$ cat config.mk
export PLATFORM = sky130hd
export DESIGN_NAME = adpcm_word_packer
export DESIGN_NICKNAME = d
export VERILOG_FILES = /design/src/rtl/adpcm_pack_pkg.sv /design/src/rtl/adpcm_slot_former.sv /design/src/rtl/adpcm_pack_ctrl.sv /design/src/rtl/adpcm_word_packer.sv
export SDC_FILE = /design/constraint.sdc
export NUM_CORES = 1
export LEC_CHECK = 0
export BUFFER_PORTS_ARGS = -buffer_cell sky130_fd_sc_hd__buf_2
export CORE_UTILIZATION = 56
export CTS_CLUSTER_DIAMETER = 40
export DETAILED_ROUTE_END_ITERATION = 12
export GPL_TIMING_DRIVEN = 0
export PLACE_DENSITY_LB_ADDON = 0.12
export SLEW_MARGIN = 10
export SYNTH_ARGS = -nofsm -noshare
export SYNTH_HDL_FRONTEND = slang
export SYNTH_SLANG_ARGS = --single-unit
$ cat constraint.sdc
create_clock -name bclk -period 2.04 [get_ports bclk]
set_input_delay 0 -clock bclk [delete_from_list [all_inputs] [get_ports bclk]]
set_output_delay 0 -clock bclk [all_outputs]
set_load 0.01 [all_outputs]
$ cat src/rtl/adpcm_pack_pkg.sv
`timescale 1ns/1ps
package adpcm_pack_pkg;

    typedef enum logic [2:0] {
        MD_R32     = 3'd0,
        MD_R24     = 3'd1,
        MD_R16     = 3'd2,
        MD_BYP_HI  = 3'd3,
        MD_BYP_LO  = 3'd4,
        MD_PCM     = 3'd5,
        MD_ALG_RST = 3'd6,
        MD_OFF     = 3'd7
    } pack_mode_e;

    typedef enum logic [1:0] {
        ST_IDLE  = 2'd0,
        ST_READY = 2'd1,
        ST_SLOT1 = 2'd2,
        ST_SLOT2 = 2'd3
    } pack_st_e;

endpackage

$ cat src/rtl/adpcm_slot_former.sv
`timescale 1ns/1ps
module adpcm_slot_former
    import adpcm_pack_pkg::*;
#(
    parameter int CODE_W  = 4,
    parameter int N_CH    = 4,
    parameter int SLOT_W  = 8,
    parameter int SLOT_ID = 0
) (
    input  pack_mode_e               mode,
    input  logic                     sel,
    input  logic [N_CH*CODE_W-1:0]   codes,
    output logic [SLOT_W-1:0]        octet,
    output logic                     active
);
    localparam int  PAIR_LO = 2 * SLOT_ID;
    localparam int  PAIR_HI = 2 * SLOT_ID + 1;
    localparam int  PACK_W  = SLOT_W / N_CH;
    localparam logic MY_SEL = (SLOT_ID != 0);

    logic [CODE_W-1:0] word_a, word_b;
    logic [CODE_W-1:0] trim_a, trim_b;
    logic [SLOT_W-1:0] packed_oct;

    always_comb begin
        word_a = codes[PAIR_LO*CODE_W +: CODE_W];
        word_b = codes[PAIR_HI*CODE_W +: CODE_W];
        trim_a = {word_a[CODE_W-1:1], 1'b0};
        trim_b = {word_b[CODE_W-1:1], 1'b0};
        packed_oct = '0;
        for (int ch = 0; ch < N_CH; ch++) begin
            packed_oct[SLOT_W-1-PACK_W*ch -: PACK_W] =
                codes[ch*CODE_W + CODE_W-1 -: PACK_W];
        end
    end

    always_comb begin
        octet  = '0;
        active = 1'b0;
        unique case (mode)
            MD_R32, MD_BYP_HI: begin
                octet  = {word_a, word_b};
                active = 1'b1;
            end
            MD_R24: begin
                octet  = {trim_a, trim_b};
                active = 1'b1;
            end
            MD_R16, MD_BYP_LO: begin
                octet  = packed_oct;
                active = (sel == MY_SEL);
            end
            MD_ALG_RST: begin
                octet  = '0;
                active = 1'b1;
            end
            default: begin
                octet  = '0;
                active = 1'b0;
            end
        endcase
    end

endmodule

$ cat src/rtl/adpcm_pack_ctrl.sv
`timescale 1ns/1ps
module adpcm_pack_ctrl
    import adpcm_pack_pkg::*;
#(
    parameter int CODE_W = 4,
    parameter int N_CH   = 4,
    parameter int SLOT_W = 8
) (
    input  logic                     clk,
    input  logic                     rst_n,
    input  logic                     fs,
    input  logic                     en1,
    input  logic                     en2,
    input  logic                     sel_in,
    input  logic [2:0]               mode_in,
    input  logic [N_CH*CODE_W-1:0]   codes_in,
    input  logic [SLOT_W-1:0]        oct1,
    input  logic                     act1,
    input  logic [SLOT_W-1:0]        oct2,
    input  logic                     act2,
    output pack_mode_e               mode_q,
    output logic                     sel_q,
    output logic [N_CH*CODE_W-1:0]   codes_q,
    output logic                     sdo,
    output logic                     oe
);
    localparam int CNT_W = $clog2(SLOT_W);
    localparam logic [CNT_W-1:0] CNT_ONE = {{(CNT_W-1){1'b0}}, 1'b1};

    pack_st_e         st_q, st_d;
    logic [CNT_W-1:0] cnt_q, cnt_d, idx;
    logic             sdo_d, oe_d;

    // state register and frame latches
    always_ff @(posedge clk or negedge rst_n) begin
        if (!rst_n) begin
            st_q    <= ST_IDLE;
            cnt_q   <= '0;
            sdo     <= 1'b0;
            oe      <= 1'b0;
            mode_q  <= MD_OFF;
            sel_q   <= 1'b0;
            codes_q <= '0;
        end else begin
            st_q  <= st_d;
            cnt_q <= cnt_d;
            sdo   <= sdo_d;
            oe    <= oe_d;
            if (fs) begin
                mode_q  <= pack_mode_e'(mode_in);
                sel_q   <= sel_in;
                codes_q <= codes_in;
            end
        end
    end

    // next state and bit index
    always_comb begin
        st_d  = st_q;
        cnt_d = cnt_q;
        idx   = '0;
        if (fs) begin
            st_d  = ST_READY;
            cnt_d = '0;
        end else begin
            unique case (st_q)
                ST_IDLE: st_d = ST_IDLE;
                ST_READY, ST_SLOT1, ST_SLOT2: begin
                    if (en1) begin
                        idx   = (st_q == ST_SLOT1) ? cnt_q : '0;
                        st_d  = ST_SLOT1;
                        cnt_d = idx + CNT_ONE;
                    end else if (en2) begin
                        idx   = (st_q == ST_SLOT2) ? cnt_q : '0;
                        st_d  = ST_SLOT2;
                        cnt_d = idx + CNT_ONE;
                    end else begin
                        st_d  = ST_READY;
                        cnt_d = '0;
                    end
                end
                default: st_d = ST_IDLE;
            endcase
        end
    end

    // outputs
    always_comb begin
        sdo_d = 1'b0;
        oe_d  = 1'b0;
        if (!fs && st_q != ST_IDLE) begin
            if (en1) begin
                oe_d  = act1;
                sdo_d = act1 & oct1[SLOT_W-1-int'(idx)];
            end else if (en2) begin
                oe_d  = act2;
                sdo_d = act2 & oct2[SLOT_W-1-int'(idx)];
            end
        end
    end

    // idle state emits nothing
    assert_idle_silent_R1: assert property (@(posedge clk) disable iff (!rst_n)
        (!fs && st_q == ST_IDLE) |=> !oe);
    // mode only moves at a frame strobe
    assert_mode_hold_R2: assert property (@(posedge clk) disable iff (!rst_n)
        !fs |=> $stable(mode_q));
    // fourth nibble position padded with zero
    assert_pad_zero_R4: assert property (@(posedge clk) disable iff (!rst_n)
        (!fs && mode_q == MD_R24 && (en1 || en2) && idx[1:0] == 2'b11) |=> !sdo);
    // packed octet absent from the slot not selected
    assert_packed_slot_R5: assert property (@(posedge clk) disable iff (!rst_n)
        (!fs && mode_q == MD_R16 && en1 && sel_q) |=> !oe);
    // disable and PCM-bypass codes keep the output off
    assert_off_silent_R8: assert property (@(posedge clk) disable iff (!rst_n)
        (!fs && (mode_q == MD_OFF || mode_q == MD_PCM)) |=> !oe);
    // no strobe or frame strobe leaves the output off
    assert_gap_silent_R9: assert property (@(posedge clk) disable iff (!rst_n)
        (fs || (!en1 && !en2)) |=> !oe);
    // data is quiet while not enabled
    assert_quiet_data_R9: assert property (@(posedge clk) disable iff (!rst_n)
        !oe |-> !sdo);

endmodule

$ cat src/rtl/adpcm_word_packer.sv
`timescale 1ns/1ps
module adpcm_word_packer
    import adpcm_pack_pkg::*;
#(
    parameter int CODE_W = 4,
    parameter int N_CH   = 4,
    parameter int SLOT_W = 8
) (
    input  logic                     bclk,
    input  logic                     rst_n,
    input  logic                     frame_strobe,
    input  logic                     slot1_en,
    input  logic                     slot2_en,
    input  logic                     pack_sel,
    input  logic [2:0]               enc_mode,
    input  logic [N_CH*CODE_W-1:0]   ch_codes,
    output logic                     ser_data,
    output logic                     ser_oe
);
    localparam int N_SLOT = 2;

    pack_mode_e                mode_q;
    logic                      sel_q;
    logic [N_CH*CODE_W-1:0]    codes_q;
    logic [SLOT_W-1:0]         oct [N_SLOT];
    logic [N_SLOT-1:0]         act;

    for (genvar s = 0; s < N_SLOT; s++) begin : g_slot
        adpcm_slot_former #(
            .CODE_W  (CODE_W),
            .N_CH    (N_CH),
            .SLOT_W  (SLOT_W),
            .SLOT_ID (s)
        ) u_former (
            .mode   (mode_q),
            .sel    (sel_q),
            .codes  (codes_q),
            .octet  (oct[s]),
            .active (act[s])
        );
    end

    adpcm_pack_ctrl #(
        .CODE_W (CODE_W),
        .N_CH   (N_CH),
        .SLOT_W (SLOT_W)
    ) u_ctrl (
        .clk      (bclk),
        .rst_n    (rst_n),
        .fs       (frame_strobe),
        .en1      (slot1_en),
        .en2      (slot2_en),
        .sel_in   (pack_sel),
        .mode_in  (enc_mode),
        .codes_in (ch_codes),
        .oct1     (oct[0]),
        .act1     (act[0]),
        .oct2     (oct[1]),
        .act2     (act[1]),
        .mode_q   (mode_q),
        .sel_q    (sel_q),
        .codes_q  (codes_q),
        .sdo      (ser_data),
        .oe       (ser_oe)
    );

endmodule

==> impl_metrics.tcl <==
set metrics [dict create \
    fin_worst_skew_ns 0.00364 \
    setup.worst_path.start_class "flip-flop" \
    synth_top_area_cell "dfrtp_1" \
    synth_fa_ha_area_share_pct 1.43 \
    layout_common_cells "buf_2 (28), dfrtp_1 (24), dlygate4sd3_1 (23)" \
    cts.sinks 27 \
    seqCellArea_um2 679 \
    antenna_left 0 \
    via_per_inst 6.10 \
    io_buffer_count 25 \
    cp.arrival_ns 2.21 \
    cp.required_ns 2.27 \
    core_um2 2850 \
    nFillCells 217 \
    worstMarginPinSlew_ns 0.594 \
    path_max_fanout 10 \
    synthDistinctLibCells 41 \
    timing.rr.start "u_ctrl.mode_q[0]$_DFFE_PN1P_" \
    synth_area_um2 1760 \
    period_share_pct 96.9 \
    critPathKind "reg2reg" \
    routed_wl_um 4060 \
    synthCells 178 \
    syn_to_final_growth_pct 25.0 \
    hold_viol 0 \
    synth_xor_xnor_area_share_pct 0 \
    cts.clk_slew.worst_paths_ns 0.15 \
    die_area_um2 3360 \
    max_cap_violations 0 \
    grt_usage_pct 26.8 \
    ios 27 \
    cts_root_buf "clkbuf_4" \
    finalMaxSlewViolations 0 \
    detail_route.iter0.violations 138 \
    setup_tns_ns 0 \
    dpl.hpwl_um 2810 \
    finalWeightedCongestion 0.874 \
    synthMuxAreaShare_pct 15.4 \
    ys_ff_latch 27 \
    post-cts-setup-buffers 0 \
    diodes 0 \
    power_density_nw_per_um2 545 \
    synth-simple-area-share_pct 22.4 \
    multi_input_area_um2 1000 \
    grt_max_degree 28 \
    insertion_delay_ns 0.32 \
    tritoncts "yes" \
    timing.fmax_mhz 506 \
    synth_top_family_by_area "simple AND/OR/NAND/NOR gates" \
    min_path_type "in2async" \
    final_common_cell "buf_2" \
    layout_min_cycle_time_ns 1.98 \
    die_x_um 58.0 \
    drc 2 \
    antenna_found_initial 0 \
    synth_compound_area_share_pct 17.3 \
    firstDrtPassIters 8 \
    post_dp_cell_area_um2 1920 \
    num_rows 19 \
    grt_pass1_vias 1554 \
    violations "design-rule violations" \
    clockBufferDepth 2 \
    grt_pass1_wl_um 6980 \
    numCtsBuffers 3 \
    grt_setup_unrepaired "false" \
    crit_start "u_ctrl.mode_q[0]$_DFFE_PN1P_" \
    overflow 0 \
    seq_area_frac_synth_pct 38.7 \
    via_count 1591 \
    yosys.area.top_type_share_pct 34.2 \
    avgSynthCellArea_um2 9.86 \
    relSlewSlack_pct 60.4 \
    fin_nets 258 \
    synth_area_leaders "dfrtp_1 (34%), mux2_2 (13%), o21ai_0 (5.4%), dfstp_2 (4.5%), nand2_1 (3.0%)" \
    setup_viol 0 \
    drive_gt1_share_pct 30.4 \
    finish.instance_area_um2 2190 \
    run_status "complete, but fails checks" \
    critPathCaptureType "flip-flop" \
    htree_levels 1 \
    wl_per_cell_um 15.5 \
    p_leak_nw 0.945 \
    die_h_um 58.0 \
    initial_core_util_pct 61.5 \
    mappedNetlistNets 205 \
    ir_drop_v 0.000373 \
    yosys_warnings 0 \
]
-- where the power goes --
group	internal [mW]	switching [mW]	total (mW)	leakage, nW
Combinational	0.170	0.164	0.334	0.608
Sequential	0.588	0.0382	0.626	0.321
Clock	0.0765	0.160	0.236	0.0150
Total	0.834	0.362	1.20	0.945
-- sequential cells by signal (all words and copies together) (netlist names) --
register        cells
u_ctrl.cnt_q        3
u_ctrl.st_q         2
u_ctrl.codes_q     16
u_ctrl.oe           1
u_ctrl.sel_q        1
u_ctrl.mode_q       3
u_ctrl.sdo          1
-- synthesized netlist by cell type --
| cell type | instances |
|---|---|
| o2111ai_1 | 2 |
| nand3_1 | 9 |
| nand3b_1 | 3 |
| nor2b_1 | 8 |
| and2b_1 | 2 |
| a211o_1 | 2 |
| and2b_2 | 1 |
| a211oi_2 | 2 |
| ha_1 | 2 |
| nor2b_2 | 1 |
| nor2_1 | 14 |
| o21bai_1 | 2 |
| nor2_4 | 1 |
| dfrtp_1 | 24 |
| buf_1 | 1 |
| nand2_1 | 14 |
| a21boi_1 | 1 |
| a211oi_4 | 1 |
| a41o_1 | 1 |
| dfstp_2 | 3 |
| o21ai_0 | 19 |
| o21ai_1 | 2 |
| buf_6 | 4 |
| a22o_1 | 1 |
| clkbuf_1 | 3 |
| a211oi_1 | 2 |
| and3_1 | 3 |
| nand4_1 | 3 |
| o211ai_1 | 4 |
| nand3b_4 | 1 |
| inv_1 | 1 |
| nand2b_4 | 1 |
| mux2_1 | 4 |
| buf_2 | 4 |
| mux2_2 | 20 |
| nor3_1 | 2 |
| a41oi_1 | 1 |
| nor4bb_1 | 1 |
| a21oi_1 | 3 |
| nor4b_1 | 4 |
| a2111oi_0 | 1 |
-- layout make-up --
cell class / count / area share (%)
plain buffers: 12 / 3.99
clock buffers: 4 / 1.20
inverters: 1 / 0.171
multi-input cells: 138 / 45.7
flip-flops and latches: 27 / 31.0
well taps: 31 / 1.77
repair buffers: 48 / 16.2
-- worst paths after layout --
| kind | end | slack, ns | depth (start not counted) |
|---|---|---|---|
| worst min-delay path | u_ctrl.cnt_q[2]$_DFFE_PN0P_ | 0.19 | 2 |
| min in group bclk | u_ctrl.sdo$_DFF_PN0_ | 0.26 | 6 |
| worst max register to register | u_ctrl.sdo$_DFF_PN0_ | 0.06 | 6 |
| max in group asynchronous | u_ctrl.codes_q[9]$_DFFE_PN0P_ | 1.46 | 2 |
| worst min register to register | u_ctrl.codes_q[9]$_DFFE_PN0P_ | 0.53 | 1 |
| worst max-delay path | u_ctrl.sdo$_DFF_PN0_ | 0.06 | 6 |
-- cell families (layout without fill, tap and decap cells) --
kind of cell | count (synthesis) | after routing
buf+inv | 13 | 65
flops | 27 | 27
fa+ha+maj | 2 | 2
compound gates | 44 | 44
simple gates | 68 | 68
mux | 24 | 24
-- per-layer routing --
| metal | share of wire [%] | up-vias | global-route usage (%) |
|---|---|---|---|
| met1 | 46 | 771 | 34.6 |
| met3 | 4.0 | 10 | 2.46 |
| met2 | 49 | 49 | 48.4 |
| met5 | 0 | - | 0 |
| li1 | - | 761 | - |
| met4 | 0.96 | 0 | 6.46 |
-- per-stage QoR --
step	worst slack, ns	hold WS, ns	power, mW	instances	utilization [%]
2_1_floorplan	0.171	-0.296	0.831	178	-
3_3_place_gp	0.0330	0.0245	0.909	234	67.3
3_5_place_dp	0.0103	0.0354	0.924	234	67.3
4_1_cts	0.0414	0.208	1.18	261	76.4
5_1_grt	0.00512	0.248	1.25	261	76.9
6_report	0.0633	0.193	1.20	261	76.9
-- worst max-delay path, cell delays in order, from the launching register on --
cell and delay, ns:
dfstp_2 0.58, buf_6 0.15, mux2_1 0.32, a211o_1 0.31, o2111ai_1 0.19, nand4_1 0.11, a22o_1 0.22
-- timing repair --
item	CTS	global route
setup endpoints to repair	1	1
resized for setup	1	5
hold buffers	23	0
hold endpoints to repair	47	0
pin swaps	0	1
No activity file was read; power rests on OpenSTA's default activity.
